--- config.mk ---
export PLATFORM = sky130hd
export DESIGN_NAME = tx_dom_guard
export DESIGN_NICKNAME = d
export VERILOG_FILES = /design/src/rtl/tx_dom_guard.sv
export SDC_FILE = /design/constraint.sdc
export NUM_CORES = 1
export LEC_CHECK = 0
export ABC_AREA = 1
export CAP_MARGIN = 20
export CORE_UTILIZATION = 52
export CTS_CLUSTER_SIZE = 20
export DETAILED_ROUTE_END_ITERATION = 12
export HOLD_SLACK_MARGIN = 0.08
export PLACE_DENSITY = 0.73
export SETUP_SLACK_MARGIN = 0.02
export SKIP_LAST_GASP = 1
export SLEW_MARGIN = 20
export SYNTH_ARGS = -nofsm -noshare
export SYNTH_HDL_FRONTEND = slang
export SYNTH_SLANG_ARGS = --single-unit
--- constraint.sdc ---
create_clock -name clk -period 1.2 [get_ports clk]
set_input_delay 0.18 -clock clk [delete_from_list [all_inputs] [get_ports clk]]
set_output_delay 0.18 -clock clk [all_outputs]
set_load 0.02 [all_outputs]
--- src/rtl/tx_dom_guard.sv ---
module tx_dom_guard #(
  parameter int DOM_LIMIT = 40000,
  parameter int HIGH_MIN  = 10
) (
  input  logic clk,
  input  logic rst_n,
  input  logic txd_i,
  input  logic normal_i,
  output logic drive_dom_o,
  output logic timeout_o
);
  localparam int DW = $clog2(DOM_LIMIT + 1);
  localparam int HW = $clog2(HIGH_MIN + 1);

  logic [DW-1:0] dom_cnt;
  logic [HW-1:0] hi_cnt;
  logic          lock, norm_q;

  wire entry_low = ~norm_q & ~txd_i;
  wire lock_cur  = lock | entry_low;
  wire release_w = lock & txd_i & (hi_cnt == HW'(HIGH_MIN - 1));
  wire trip      = ~lock_cur & ~txd_i & (dom_cnt == DW'(DOM_LIMIT - 1));
  wire lock_n    = (lock_cur & ~release_w) | trip;

  always_ff @(posedge clk or negedge rst_n) begin
    if (!rst_n) begin
      dom_cnt     <= '0;
      hi_cnt      <= '0;
      lock        <= 1'b0;
      norm_q      <= 1'b0;
      drive_dom_o <= 1'b0;
      timeout_o   <= 1'b0;
    end else if (!normal_i) begin
      dom_cnt     <= '0;
      hi_cnt      <= '0;
      lock        <= 1'b0;
      norm_q      <= 1'b0;
      drive_dom_o <= 1'b0;
      timeout_o   <= 1'b0;
    end else begin
      norm_q      <= 1'b1;
      lock        <= lock_n;
      dom_cnt     <= (~lock_n & ~txd_i) ? dom_cnt + 1'b1 : '0;
      hi_cnt      <= (lock & ~release_w & txd_i) ? hi_cnt + 1'b1 : '0;
      drive_dom_o <= ~txd_i & ~lock_n;
      timeout_o   <= trip | (timeout_o & lock_n);
    end
  end
endmodule

==> metrics.md, run 1 <==
| Metric | Value |
|---|---|
| Status | complete, but fails checks |
| Failing checks | negative setup slack |
| Worst-path fanout max | 14 |
| Fraction of layout cells with a size suffix above 1 | 26.97% |
| Max cap viols | 0 |
| Clk Latency, worst-skew pair | slightly above 300 ps |
| FF+latch count, synth | 24 |
| Post-route total power | 1.273 mW |
| Routed vias/inst | 4.961 |
| Switch share | 22.80% |
| Slew Viols, Final | 0 |
| Routed WL | 2451 microns |
| Post-Syn Instances | between 100 and 150 |
| Wire length per cell | 11.90 microns |
| Boundary pin count | 6 |
| Area share of the largest cell type after synthesis | 48.44% |
| Avg Synthesized Cell Area | 8.551 sq um |
| H-Tree Depth | 1 |
| # DRC | 0 |
| Worst vdd ir | 0.0005668 V |
| Initial core utilization | a little under three fifths |
| Place WS | -400.4 ps |
| Largest net degree at the start of global routing | 25 |
| CP arrival | 1610 ps |
| Clk pwr share | 27.0% |
| Final non-filler cell area | 1575 sq um |
| Slew headroom | about three quarters |
| Final Cycle Share | 113.9% |
| Synth top area cells | dfrtp_1, nor2_1, nand2_1, inv_1, xor2_1 |
| YS warnings | 0 |
| First-pass GRT wire length | 4243 microns |
| Top Metal Used | met4 |
| # hold bufs at CTS | 0 |
| Final Hold Vio Count | 0 |
| Placed cell area | 1514 sq um |
| DP HPWL | 1757 microns |
| Dominant cell type by area after synthesis | dfrtp_1 |
| Metal-1 WL | roughly 1200 microns |
| Clock Sinks | 24 |
| Vias in the first global route | 1011 |
| Sequential share of the synthesized area | 48.44% |
| CTS tree | yes |
| Final Setup Violations | 18 |
| Die Width | 50.83 microns |
| Initial antenna violation count | 0 |
| DR vias | 1022 |
| GRT overflow | 0 |
| GRT Util Overall | 22.27% |
| CTS buffer count | 3 |
| ANT nets after route | 0 |
| Final core occ | 70.53% |
| Clock Tree Buf Depth | 2 |
| Max Freq | 731.5 MHz |
| Critical Path End Type | flip-flop |
| Worst Skew | 8.193 ps |
| Port Buf Inserts | 5 |
| Die Area | 2584 sq um |
| NetSw | 0.2903 mW |
| Final WS setup | -167.0 ps |
| P_int | a little under 1 mW |
| Critical Path RT | 1440 ps |
| LEAKAGE | 0.7836 nW |
| Cell Area, Synth | 1240 sq um |
| CTS root buffer | clkbuf_4 |
| Placed insts | 201 |
| Final Critical Period | 1367 ps |
| Syn Nets | 152 |
| Post-Layout Cell Count | between 200 and 250 |
| N_diodes | 0 |
| Fin nets | 187 |
| Pwr Density | between 800 and 900 nW/um^2 |
| Most frequent cells in the layout | nor2_1, buf_4, dfrtp_1 |
| Worst-path clk slew | 130 ps |
| RR Startpoint | hi_cnt[1] |
| Sequential Power Share | 64.7% |
| Critical path class | reg2reg |
| Synth unique cells | 21 |
| Worst hold path type | in2async |
| Die height | 50.83 microns |
| Logic pwr share | under 10% |
| Cells on worst reg2reg path | 6 |
| Core area | about 2200 sq um |
| RSZ-0062 raised after global routing | true |
| Reg2reg end | dom_cnt[7] |
| DR pass1 iterations | 4 |
| Reg2Reg Setup Slack | -170 ps |
| Drt initial violations | 36 |
| Worst slew pin tran | between 300 and 400 ps |
| Site Rows | 17 |
| Wire length on met2 | between 1000 and 1500 microns |
| Setup crit start kind | flip-flop |
| Area Overhead vs Synth | 27.04% |
| Most common library cell in the layout ignoring fill and taps | nor2_1 |
| GPL Wtd Cong | ~0.87 |
| DR WL met3 | 63 microns |
| CP startpoint | hi_cnt[1] |
==> cells by family after synthesis <==
family                     after synthesis  share of synthesized area (%)
AOI/OAI and AO/OA                        5                          3.532
and+or+nand+nor                         82                          31.38
buffers and inverters                   22                          7.266
DFF                                     24                          48.44
adders and majority gates                3                          3.028
xor gates and xnor gates                 9                          6.358
==> power by group through the flow <==
| stage | Combinational, mW | Sequential [mW] | Clock, mW |
|---|---|---|---|
| after floorplan | 0.0420 | 0.842 | 0 |
| after global placement | 0.105 | 0.839 | 0 |
| after detailed placement | 0.108 | 0.839 | 0 |
| after CTS | 0.107 | 0.824 | 0.354 |
| after global routing | 0.117 | 0.825 | 0.391 |
| final | 0.106 | 0.824 | 0.344 |
==> synth_stat cells <==
| cell | instances |
|---|---|
| nor2_2 | 4 |
| buf_6 | 1 |
| a31oi_1 | 1 |
| nor3_1 | 6 |
| nand3_4 | 1 |
| nor2_1 | 34 |
| nor3_2 | 1 |
| a21o_1 | 1 |
| xnor2_1 | 2 |
| nand4_1 | 6 |
| dfrtp_1 | 24 |
| a21oi_1 | 1 |
| xor2_1 | 7 |
| o22ai_4 | 1 |
| o21ai_0 | 1 |
| ha_1 | 3 |
| nand3b_4 | 1 |
| nand3_1 | 5 |
| nand3_2 | 1 |
| nand2_1 | 23 |
| inv_1 | 21 |
==> cell type report <==
| type | count | area [sq um] |
|---|---|---|
| timing repair buffer | 31 | 247.7 |
| fill | 168 | 658.1 |
| multi-input combinational | 99 | 590.6 |
| inverter | 21 | 78.83 |
| sequential | 24 | 600.6 |
| tap | 28 | 35.03 |
| clock buffer | 3 | 22.52 |
==> flip-flops by register name, indices dropped and copies added (netlist names) <==
signal	cells
lock	1
dom_cnt	16
drive_dom_o	1
norm_q	1
hi_cnt	4
timeout_o	1
==> worst max path at each step <==
stage	slack [ps]	depth (start not counted)	to
global route	-300	7	dom_cnt[9]
finish	-170	6	dom_cnt[7]
detailed placement	-400	6	dom_cnt[6]
floorplan	-70	7	dom_cnt[10]
CTS	-190	6	dom_cnt[7]
global placement	-340	6	dom_cnt[6]
==> per-layer routing <==
metal | vias to the layer above | global-route usage (%)
met5 | - | 0
met3 | 6 | 2.976
met1 | 477 | 30.30
li1 | 521 | -
met4 | 0 | 9.259
met2 | 18 | 36.00
==> per-stage QoR <==
step	hold slack, ps	setup TNS, ps
after detailed placement	521.0	-6822
after global routing	204.4	-4217
after CTS	210.7	-2596
after floorplan	-115.6	-664.0
after global placement	513.0	-5825
final	205.0	-2328
==> timing repair <==
action,in CTS,in global routing
pin swaps,1,0
gates resized for setup,6,9
setup buffers,0,2
setup endpoints to repair,21,21
==> critical path: stages, from the launching register on <==
cell and delay (ps):
dfrtp_1 400, inv_1 70, ha_2 180, nand3b_4 100, o22ai_4 170, nand3_4 200
nor3_1 170
(Power assumes the default switching activity.)
==> inputs of run 2 (changes only) <==
--- a/config.mk
+++ b/config.mk
@@ -7,10 +7,12 @@
 export LEC_CHECK = 0
 export ABC_AREA = 1
 export CAP_MARGIN = 20
+export CORE_MARGIN = 1.5
 export CORE_UTILIZATION = 52
 export CTS_CLUSTER_SIZE = 20
 export DETAILED_ROUTE_END_ITERATION = 12
 export HOLD_SLACK_MARGIN = 0.08
+export MAX_ROUTING_LAYER = met4
 export PLACE_DENSITY = 0.73
 export SETUP_SLACK_MARGIN = 0.02
 export SKIP_LAST_GASP = 1
==> metrics.md, run 2 (synthesis results as in run 1) <==
| Metric | Value |
|---|---|
| Fin nets | 193 |
| Area Overhead vs Synth | 40.46% |
| DR pass1 iterations | 4 |
| Final WS setup | -175.7 ps |
| Post-route setup TNS | -2731 ps |
| Pwr Density | approximately 800 nW/um^2 |
| Largest register FFs | 16 |
| GRT Util Overall | 25.51% |
| Smallest hold slack | approximately 190 ps |
| Final Hold Vio Count | 0 |
| CP arrival | 1630 ps |
| # DRC | 0 |
| Initial antenna violation count | 0 |
| Fillcell total | 136 |
| Worst Skew | 3.428 ps |
| Multi-input logic area | about 700 sq um |
| GPL Wtd Cong | 0.8660 |
| Die height | 51.83 microns |
| CTS buffer count | 3 |
| Final Setup Violations | 23 |
| Most frequent cells in the layout | buf_4, nor2_1, dfrtp_1 |
| Final Cycle Share | 114.6% |
| Drt initial violations | 36 |
| Clock Sinks | 24 |
| GRT overflow | 0 |
| Routed WL | 3176 microns |
| First-pass GRT wire length | 4843 microns |
| Setup crit start kind | flip-flop |
| DR vias | between 1000 and 1500 |
| Worst hold path type | in2async |
| # hold bufs at CTS | 0 |
| Die Width | 51.83 microns |
| Most common library cell in the layout ignoring fill and taps | buf_4 |
| H-Tree Depth | 1 |
| Site Rows | 17 |
| Top flop regs | dom_cnt x16, hi_cnt x4 |
| Largest net degree at the start of global routing | 25 |
| Fraction of layout cells with a size suffix above 1 | 38.92% |
| Biggest register | dom_cnt |
| Critical Path End Type | flip-flop |
| Status | complete, but fails checks |
| Die Area | 2686 sq um |
| ANT nets after route | 0 |
| Routed vias/inst | 5.192 |
| Placed insts | 199 |
| Vias in the first global route | roughly 1200 |
| Post-route total power | 1.398 mW |
| CTS root buffer | clkbuf_4 |
| RSZ-0062 raised after global routing | true |
| Initial core utilization | 55.52% |
| Core area | 2233 sq um |
| Place WS | -404.5 ps |
| Worst slew pin tran | between 200 and 300 ps |
| Worst-path fanout max | 7 |
| Final Critical Period | 1376 ps |
| DP HPWL | 1794 microns |
| Slew Viols, Final | 0 |
| N_diodes | 0 |
| Register area | between 600 and 700 sq um |
| LEAKAGE | 0.8393 nW |
| Max cap viols | 0 |
| Worst vdd ir | 0.0005058 V |
| Boundary pin count | 6 |
| Failing checks | negative setup slack |
| Critical path class | reg2reg |
| Max Freq | approximately 730 MHz |
| Port Buf Inserts | 5 |
| Worst-path clk slew | 130 ps |
| Slew headroom | 82.98% |
| Post-Layout Cell Count | between 200 and 250 |
| Critical Path RT | 1450 ps |
| Clk Latency, worst-skew pair | 310 ps |
| Wire length per cell | between 10 and 15 microns |
| Clock Tree Buf Depth | 2 |
| CTS tree | yes |
## run 2: cell count changes in the layout (fill, tap and decap cells not counted), sizes merged
| cell | change |
|---|---|
| nand3 | +1 |
| clkbuf | +1 |
| buf | +5 |
## run 2: where the power goes
group	switching, mW	internal, mW	leakage [nW]
Clock	0.247	0.185	0.0210
Sequential	0.00924	0.818	0.329
Combinational	0.0740	0.0649	0.489
## run 2: per-layer routing
| metal | up-vias | routed length, microns | GRT usage, % |
|---|---|---|---|
| met5 | - | 0 | - |
| met4 | 0 | 110 | 14.91 |
| met3 | 16 | 123 | 4.023 |
| met2 | 35 | 1647 | 42.62 |
| met1 | 518 | 1294 | 28.90 |
| li1 | 537 | - | - |
## run 2: area by class of cell
| type | count | share of cell area [%] |
|---|---|---|
| inverter | 21 | 4.526 |
| tap | 28 | 2.011 |
| multi-input combinational | 100 | 40.01 |
| clock buffer | 4 | 2.083 |
| timing repair buffer | 36 | 16.81 |
| sequential | 24 | 34.55 |
## run 2: through the flow
stage	util [%]	area, sq um
floorplan	-	1247
global route	77.98	1742
CTS	74.90	1673
global placement	67.11	1499
detailed placement	67.11	1499
finish	77.98	1742
## run 2: critical path, cell delays in order, from the launching register on
cell      delay, ps
dfrtp_1         420
inv_2            70
ha_4            130
nand3b_4         90
o22ai_4         190
buf_6           150
nand3_4         130
nor2_2          130
## run 2: final timing paths
path                             start           to  slack [ps]  cells past startpoint
setup reg to reg             hi_cnt[1]  dom_cnt[11]        -180                      7
hold reg to reg            dom_cnt[13]  dom_cnt[13]         580                      2
hold / removal                   rst_n   dom_cnt[5]         190                      2
max in group asynchronous        rst_n   dom_cnt[7]         860                      2
min in group clk              normal_i       norm_q         460                      2
setup / recovery             hi_cnt[1]  dom_cnt[11]        -180                      7
## run 2: repair_timing
action                     4_1_cts  5_1_grt
pin swaps                        7       12
resized for setup               23       17
buffers inserted                 4        5
cloned                           1        0
setup endpoints to repair       21       25
